File: src/rtl/dmb_pkg.sv
package dmb_pkg;

    localparam int DATA_W   = 8;
    localparam int DADDR_W  = 7;
    localparam int EA_W     = DADDR_W + 1;
    localparam int SFR_SPAN = 32;
    localparam int B0_RAM   = 96;
    localparam int B1_RAM   = 32;
    localparam int RAM_D    = B0_RAM + B1_RAM;
    localparam int IDX_W    = $clog2(RAM_D);

    typedef enum logic [1:0] {
        RGN_SFR  = 2'd0,
        RGN_RAM  = 2'd1,
        RGN_NONE = 2'd2
    } region_e;

    typedef struct packed {
        region_e            region;
        logic [IDX_W-1:0]   idx;
    } dec_t;

    // Map an effective address onto a region and a physical RAM index.
    function automatic dec_t decode_ea(input logic [EA_W-1:0] ea);
        dec_t d;
        d.region = RGN_NONE;
        d.idx    = '0;
        if (ea[DADDR_W-1:DADDR_W-2] == 2'b00) begin
            d.region = RGN_SFR;
        end else if (!ea[EA_W-1]) begin
            d.region = RGN_RAM;
            d.idx    = IDX_W'(ea[DADDR_W-1:0] - DADDR_W'(SFR_SPAN));
        end else if (ea[DADDR_W-1:DADDR_W-2] == 2'b01) begin
            d.region = RGN_RAM;
            d.idx    = IDX_W'(B0_RAM) + IDX_W'(ea[4:0]);
        end else if (ea[DADDR_W-1:DADDR_W-3] == 3'b111) begin
            // shared window: same index as the bank 0 bytes below it
            d.region = RGN_RAM;
            d.idx    = IDX_W'(ea[DADDR_W-1:0] - DADDR_W'(SFR_SPAN));
        end
        return d;
    endfunction

endpackage

File: src/rtl/dmb_decode.sv
module dmb_decode
    import dmb_pkg::*;
(
    input  logic               bank_sel,
    input  logic [DADDR_W-1:0] dir_addr,
    output logic [EA_W-1:0]    ea,
    output dec_t               dec
);
    always_comb begin
        ea  = {bank_sel, dir_addr};
        dec = decode_ea(ea);
    end
endmodule

File: src/rtl/dmb_ram.sv
module dmb_ram
    import dmb_pkg::*;
#(
    parameter int DEPTH = RAM_D,
    parameter int DW    = DATA_W,
    localparam int AW   = $clog2(DEPTH)
) (
    input  logic          clk,
    input  logic          rst,
    input  logic          we,
    input  logic [AW-1:0] idx,
    input  logic [DW-1:0] wdata,
    output logic [DW-1:0] q
);
    logic [DW-1:0] mem [DEPTH];

    always_ff @(posedge clk) begin
        if (rst) begin
            for (int i = 0; i < DEPTH; i++) mem[i] <= '0;
        end else if (we) begin
            mem[idx] <= wdata;
        end
    end

    assign q = mem[idx];

    // a written byte holds the written value on the next cycle
    assert_ram_store_R3: assert property (@(posedge clk) disable iff (rst)
        we |=> mem[$past(idx)] == $past(wdata));

    // reset leaves the addressed byte at zero
    assert_reset_clear_R9: assert property (@(posedge clk)
        rst |=> (rst || q == '0));
endmodule

File: src/rtl/dmb_rmux.sv
module dmb_rmux
    import dmb_pkg::*;
(
    input  logic              rd_en,
    input  region_e           region,
    input  logic [DATA_W-1:0] ram_q,
    input  logic [DATA_W-1:0] sfr_rdata,
    output logic [DATA_W-1:0] rdata
);
    always_comb begin
        rdata = '0;
        if (rd_en) begin
            unique case (region)
                RGN_SFR:  rdata = sfr_rdata;
                RGN_RAM:  rdata = ram_q;
                default:  rdata = '0;
            endcase
        end
    end
endmodule

File: src/rtl/dmb_router.sv
module dmb_router
    import dmb_pkg::*;
(
    input  logic               clk,
    input  logic               rst,
    input  logic               rd_en,
    input  logic               wr_en,
    input  logic               bank_sel,
    input  logic [1:0]         bank_rsvd,
    input  logic [DADDR_W-1:0] dir_addr,
    input  logic [DATA_W-1:0]  wdata,
    output logic [DATA_W-1:0]  rdata,
    output logic               sfr_sel,
    input  logic [DATA_W-1:0]  sfr_rdata
);
    logic [EA_W-1:0]   ea;
    dec_t              dec;
    logic [DATA_W-1:0] ram_q;
    logic              ram_we;
    logic              rsvd_unused;

    assign rsvd_unused = ^bank_rsvd; // reserved bits take no part in decoding

    dmb_decode u_dec (
        .bank_sel (bank_sel),
        .dir_addr (dir_addr),
        .ea       (ea),
        .dec      (dec)
    );

    assign ram_we  = wr_en && (dec.region == RGN_RAM);
    assign sfr_sel = (rd_en || wr_en) && (dec.region == RGN_SFR);

    dmb_ram #(.DEPTH(RAM_D), .DW(DATA_W)) u_ram (
        .clk   (clk),
        .rst   (rst),
        .we    (ram_we),
        .idx   (dec.idx),
        .wdata (wdata),
        .q     (ram_q)
    );

    dmb_rmux u_mux (
        .rd_en     (rd_en),
        .region    (dec.region),
        .ram_q     (ram_q),
        .sfr_rdata (sfr_rdata),
        .rdata     (rdata)
    );

    // SFR window selects the SFR file on any strobe
    assert_sfr_select_R2: assert property (@(posedge clk) disable iff (rst)
        ((rd_en || wr_en) && dir_addr[6:5] == 2'b00) |-> sfr_sel);

    // SFR read data is passed straight through
    assert_sfr_data_R2: assert property (@(posedge clk) disable iff (rst)
        (rd_en && dir_addr[6:5] == 2'b00) |-> rdata == sfr_rdata);

    // empty region reads as zero
    assert_empty_zero_R6: assert property (@(posedge clk) disable iff (rst)
        (rd_en && bank_sel && dir_addr[6:5] != 2'b00 && dir_addr[6:5] != 2'b01
         && dir_addr[6:4] != 3'b111) |-> rdata == '0);

    // no read strobe, no data
    assert_idle_zero_R10: assert property (@(posedge clk) disable iff (rst)
        !rd_en |-> rdata == '0);

    // select stays low outside the SFR windows or without a strobe
    assert_no_sfr_R11: assert property (@(posedge clk) disable iff (rst)
        (dir_addr[6:5] != 2'b00 || !(rd_en || wr_en)) |-> !sfr_sel);

    // no RAM write reaches storage from the empty region
    assert_empty_nowrite_R7: assert property (@(posedge clk) disable iff (rst)
        (bank_sel && dir_addr[6:5] == 2'b10) |-> !ram_we);

    // effective address follows the bank bit
    assert_ea_bank_R1: assert property (@(posedge clk) disable iff (rst)
        ea[EA_W-1] == bank_sel && ea[DADDR_W-1:0] == dir_addr);
endmodule

File: config.mk
export PLATFORM = sky130hd
export DESIGN_NAME = dmb_router
export DESIGN_NICKNAME = d
export VERILOG_FILES = /design/src/rtl/dmb_pkg.sv /design/src/rtl/dmb_decode.sv /design/src/rtl/dmb_ram.sv /design/src/rtl/dmb_rmux.sv /design/src/rtl/dmb_router.sv
export SDC_FILE = /design/constraint.sdc
export NUM_CORES = 2
export LEC_CHECK = 0
export BUFFER_PORTS_ARGS = -buffer_cell sky130_fd_sc_hd__buf_2
export CAP_MARGIN = 20
export CELL_PAD_IN_SITES_DETAIL_PLACEMENT = 0
export CELL_PAD_IN_SITES_GLOBAL_PLACEMENT = 1
export CORE_AREA = 2 2 327 329
export CTS_CLUSTER_SIZE = 16
export DETAILED_ROUTE_END_ITERATION = 8
export DIE_AREA = 0 0 329 331
export PLACE_DENSITY = 0.67
export SLEW_MARGIN = 10
export SYNTH_ARGS = -nofsm -noshare
export SYNTH_HDL_FRONTEND = slang
export SYNTH_SLANG_ARGS = --single-unit
File: constraint.sdc
create_clock -name clk -period 3.35 [get_ports clk]
set_clock_uncertainty 0.05 [all_clocks]
set_input_delay 0.335 -clock clk [delete_from_list [all_inputs] [get_ports clk]]
set_output_delay 0.335 -clock clk [all_outputs]
set_load 0.005 [all_outputs]
## Word-level counts from Yosys, hierarchy flattened

Memories as Yosys holds them, arrays and structs flattened.
Index checks and enable logic that the tools add are counted.

- Multiplexer cells: 15
- Equality and inequality tests: 3
- Reductions and logical operators: 6
- Add/subtract/negate cells: 2

Operators with widths:

| operator | count |
|---|---|
| two-way mux 9 bit | 3 |
| two-way mux 8 bit | 2 |
| case mux 8 bit (2 select lines) | 1 |
| two-way mux 7 bit | 2 |
| OR reduction 8 bit | 1 |
| adder 6 x 6 -> 7 bit, first input constant | 1 |
| subtractor 7 x 6 -> 7 bit, second input constant | 1 |
| two-way mux 1 bit | 6 |
| == test 2 x 1 -> 1 bit, second input constant | 2 |
| logical NOT 2 bit | 2 |
| == test 3 bit, second input constant | 1 |
| logical AND 1 bit | 2 |
| two-way mux 2 bit | 1 |
| logical OR 1 bit | 1 |

- Logic and storage cells: 27
- Register bits: 0
- Output and inout bits: 9
- Bits in writable memories: 1,024
- Memories kept: 1
- Input port bits: 30

Memory list:

| memory | words | bits a word | read ports | clocked after memory_dff | write ports | RTL line | RTL |
|---|---|---|---|---|---|---|---|
| u_ram.mem | 128 | 8 | 1 | 0 | 128 | dmb_ram.sv:15 | `logic [DW-1:0] mem [DEPTH];` |

## Depth between registers and ports, before layout

- Depth after elaboration: 12
- Depth in mapped cells: 14
- Depth with buffers taken out: 10

## Cells and area by module

A second synthesis with hierarchy kept.

- Cell total of the unflattened synthesis: 3,803
- Area, all modules: 48,780.5 µm²

Modules (own cells, without submodules):

| module | times used | cells each | seq. area each (µm²) | area an instance (µm²) |
|---|---|---|---|---|
| dmb_ram | 1 | 3,749 | 30,749.5 | 48,405.2 |
| dmb_decode | 1 | 31 | 0.0 | 221.5 |
| dmb_rmux | 1 | 19 | 0.0 | 132.6 |
| dmb_router | 1 | 4 | 0.0 | 21.3 |

## Worst setup path after synthesis

Ideal clock, no wire load.

- Path kind: input -> output
- From: input dir_addr[6]
- To: output rdata[3]
- Setup slack: 0.411 ns
- Stages: 14
- Required time: 2.965 ns
- Data arrival time: 2.554 ns
- Buffers on the path: 4
- Cell sequence: inv_1 > ha_1 > buf_2 > or4b_1 > buf_2 > buf_2 > buf_6 > o22ai_1 > a21oi_1 > o221ai_1 > o21ai_0 > a31oi_1 > a21oi_1 > a32o_1

- Longest elaborated chain between the ends: 8
- Elaborated cells between the ends (all ways): 14
- Classes of those cells: 1 x add/sub; 3 x eq/ne; 7 x mux; 2 x reduce/logical; 1 x memory

Ends and longest elaborated chain:

| item | RTL line | RTL |
|---|---|---|
| from (decl) | dmb_router.sv:10 | `input logic [DADDR_W-1:0] dir_addr,` |
| subtractor 7 x 6 -> 7 bit or == test 3 bit (tied branches) | dmb_pkg.sv:32, dmb_pkg.sv:39, dmb_pkg.sv:36 |  |
| two-way mux 9 bit | dmb_pkg.sv:36 | `end else if (ea[DADDR_W-1:DADDR_W-3] == 3'b111) begin` |
| two-way mux 9 bit | dmb_pkg.sv:33 | `end else if (ea[DADDR_W-1:DADDR_W-2] == 2'b01) begin` |
| two-way mux 9 bit | dmb_pkg.sv:30 | `end else if (!ea[EA_W-1]) begin` |
| two-way mux 7 bit or two-way mux 2 bit (tied branches) | dmb_pkg.sv:28 | `if (ea[DADDR_W-1:DADDR_W-2] == 2'b00) begin` |
| memory read (128 x 8 bit), or another cell as far along | -- |  |
| case mux 8 bit (2 select lines) * | dmb_rmux.sv:13 | `unique case (region)` |
| two-way mux 8 bit * | dmb_rmux.sv:12 | `if (rd_en) begin` |
| to (decl) | dmb_router.sv:12 | `output logic [DATA_W-1:0] rdata,` |

Every way passes the cells marked *; elsewhere a longest branch is shown, timed or not.

## Final worst setup path

- From: input dir_addr[6]
- To: output rdata[4]

The elaborated chain is that of the path after synthesis.

==> flow_summary.toml <==
[clocking]
clk_pin_slew_worst_paths_ns = 0.06
clock-sinks = 1024
cts_buffers = 109
cts_tree = "done"
htree_levels = 3
root_buffer = "clkbuf_16"
cts_buffer_depth = 3

[sta]
period_share = 1.13
tightest_slew_ns = 0.960
worst_slack_ns = -0.449
fin_tns_setup_ns = -2.69
max-slew-margin-rel = 0.360
setup_viol = 8
rsz0062_at_grt = "yes"
finalHoldViolations = 0
fmax_mhz = 263
slew_violations = 0
period_minus_slack_ns = 3.80

[logic_synthesis]
synth.distinct_cells = 75
seq_area_frac_synth = 0.652
yosysMostFrequentCell = "and2_1"
synth_nets = 3751
avgSynthCellArea_um2 = 12.7
synth_edf_count = 1024
synthTopCellsByCount = "and2_1, edfxtp_1, nor2_1"
synthArstFlopShare = 0
yosys.area.top_type = "edfxtp_1"
synth.area.top_cells = "edfxtp_1, and2_1, o22ai_1, nor2_1, or2_2"
synth_area_mm2 = 0.0472
netlist_instances = 3718
yosysTopAreaCellShare = 0.652
synth_warnings = 0
ys_ff_latch = 1024
synth_top_flop_cell = "edfxtp_1"

[layout]
regMostFlops = "u_ram.mem"
largest_reg_flops = 1024
nNetsFinal = 4290
drive_gt1_frac = 0.273
reg_top3 = "u_ram.mem x1024"
fin_util = 0.558
area_growth_syn_to_layout_pct = 24.2
final_cell_area_mm2 = 0.0586

[route]
routed_wl_um = 181000
avgRoutedWirePerCell_um = 31.5
drc = 0
drt-initial-drc-count = 5319
via_per_inst = 6.08
vias = 34900
dr.pass1.iters = 8
ant_nets = 0

[global_routing]
grt_remaining_overflow = 0
grt_pass1_wl_um = 254000
antenna_found_initial = 4
track_usage = 0.330
grt_pass1_vias = 34000
grt_max_degree = 129

[die]
initial_core_util = 0.449
core-area_mm2 = 0.105
fp.dieW_um = 329
die_area_mm2 = 0.109
die_y_um = 331
fp-row-count = 119
ios = 39

[worst_hold_path]
hold_depth = 2
hp-class = "primary input to flop"

[critical_path]
path_max_fanout = 7
cp-end-kind = "output pin"
critPathArrivalTime_ns = 3.41
crit_type = "primary input to output pin"
startpoint_type = "primary input"
crit_required_ns = 2.96

[placement]
dpl_cell_area_mm2 = 0.0535
dp_hpwl_um = 123000
gp_congestion = 0.989
portBuffers = 36

[run_status]
outcome = "complete, but fails checks"
violations = "setup timing"

[power_and_ir_drop]
power_density_mw_per_mm2 = 513
vdd_ir_drop_max_mv = 0.425
leakage_nw = 21.5

[job]
drv_cap = 0
where the power goes:
part,leakage (nW),total [mW],switching (mW),internal [mW]
logic,10.1,3.23,2.03,1.20
clock network,1.66,11.8,5.16,6.68
registers,9.72,15.0,0.286,14.7
total,21.5,30.1,7.48,22.6
what timing repair did:
| action | 4_1_cts | 5_1_grt |
|---|---|---|
| endpoints found under the setup margin | 8 | 8 |
| gates resized for setup | 127 | 92 |
| buffers inserted | 31 | 29 |
| gates cloned | 4 | 3 |
| pin swaps | 42 | 55 |
| hold buffers | 0 | 0 |
cells in the final DEF (no fill, tap or decap), types with 9 or more instances in the layout:
| cell type | n |
|---|---|
| a211o_1 | 13 |
| a31oi_1 | 17 |
| a211oi_1 | 13 |
| o221ai_1 | 40 |
| nor3_1 | 30 |
| o22ai_2 | 12 |
| a21oi_2 | 10 |
| mux2_2 | 54 |
| nor2_2 | 20 |
| buf_2 | 18 |
| a22oi_1 | 17 |
| clkinv_2 | 13 |
| nand3_1 | 9 |
| o21ai_0 | 61 |
| inv_1 | 9 |
| o22a_1 | 16 |
| nand2_1 | 53 |
| a21oi_1 | 39 |
| buf_6 | 29 |
| buf_12 | 84 |
| or2_2 | 124 |
| and2_1 | 1027 |
| o22ai_1 | 249 |
| clkbuf_16 | 114 |
| o31ai_1 | 21 |
| buf_4 | 569 |
| mux2i_1 | 64 |
| edfxtp_1 | 1024 |
| clkbuf_1 | 27 |
| nand2b_1 | 11 |
| o31ai_2 | 10 |
| clkinv_1 | 32 |
| o21ai_1 | 21 |
| nor2b_1 | 11 |
| nor2_1 | 273 |
cell type report:
cell class              count  area (um^2)
fillers                  8732        46400
well taps                1391         1740
clock buffers             138         2880
diodes                      3         7.51
multi-input cells        2400        16000
repair buffers            711         6600
flip-flops and latches   1024        30700
inverters                  11         53.8
clock inverters            63          527
final timing paths:
kind                   startpoint               end  slack [ns]
worst max-delay path  dir_addr[6]          rdata[4]       -0.45
worst min-delay path     wdata[2]  u_ram.mem[35][2]        0.11
routing by layer:
layer | routed length (um) | global-route usage
met1 | 70900 | 0.457
met2 | 81700 | 0.508
met4 | 8840 | 0.151
met3 | 19500 | 0.0600
met5 | 11 | 0
logic make-up (layout without fill, tap and decap cells):
group           count (synthesis)  after routing  share of synthesized area
mux                           124            124                     0.0293
buf+inv                       294            923                     0.0274
other cells                     0              3                          0
compound gates                650            650                     0.0922
flops                        1024           1024                      0.652
simple gates                 1623           1623                      0.198
fa+ha+maj                       3              3                   0.000796
stage by stage:
stage,std cells,setup WS (ns),power (mW),hold WS [ns]
final,5741,-0.449,30.1,0.113
after global routing,5738,-0.461,30.7,0.109
after CTS,5713,-0.363,29.9,0.0879
after detailed placement,5480,-1.17,18.1,0.832
after global placement,5480,-1.21,18.1,0.822
after floorplan,3718,0.411,16.3,0.710
critical path: stages:
cell and delay [ns]:
buf_12 0.12, inv_8 0.05, buf_6 0.10, ha_4 0.16
nor2b_4 0.06, buf_6 0.12, a211oi_4 0.25, buf_12 0.19
buf_12 0.15, buf_4 0.14, buf_4 0.13, o22ai_1 0.08
nor3_1 0.39, buf_4 0.23, o221ai_1 0.14, a21oi_1 0.35
a22o_1 0.26, buf_2 0.14
No activity file was read; power rests on OpenSTA's default activity.
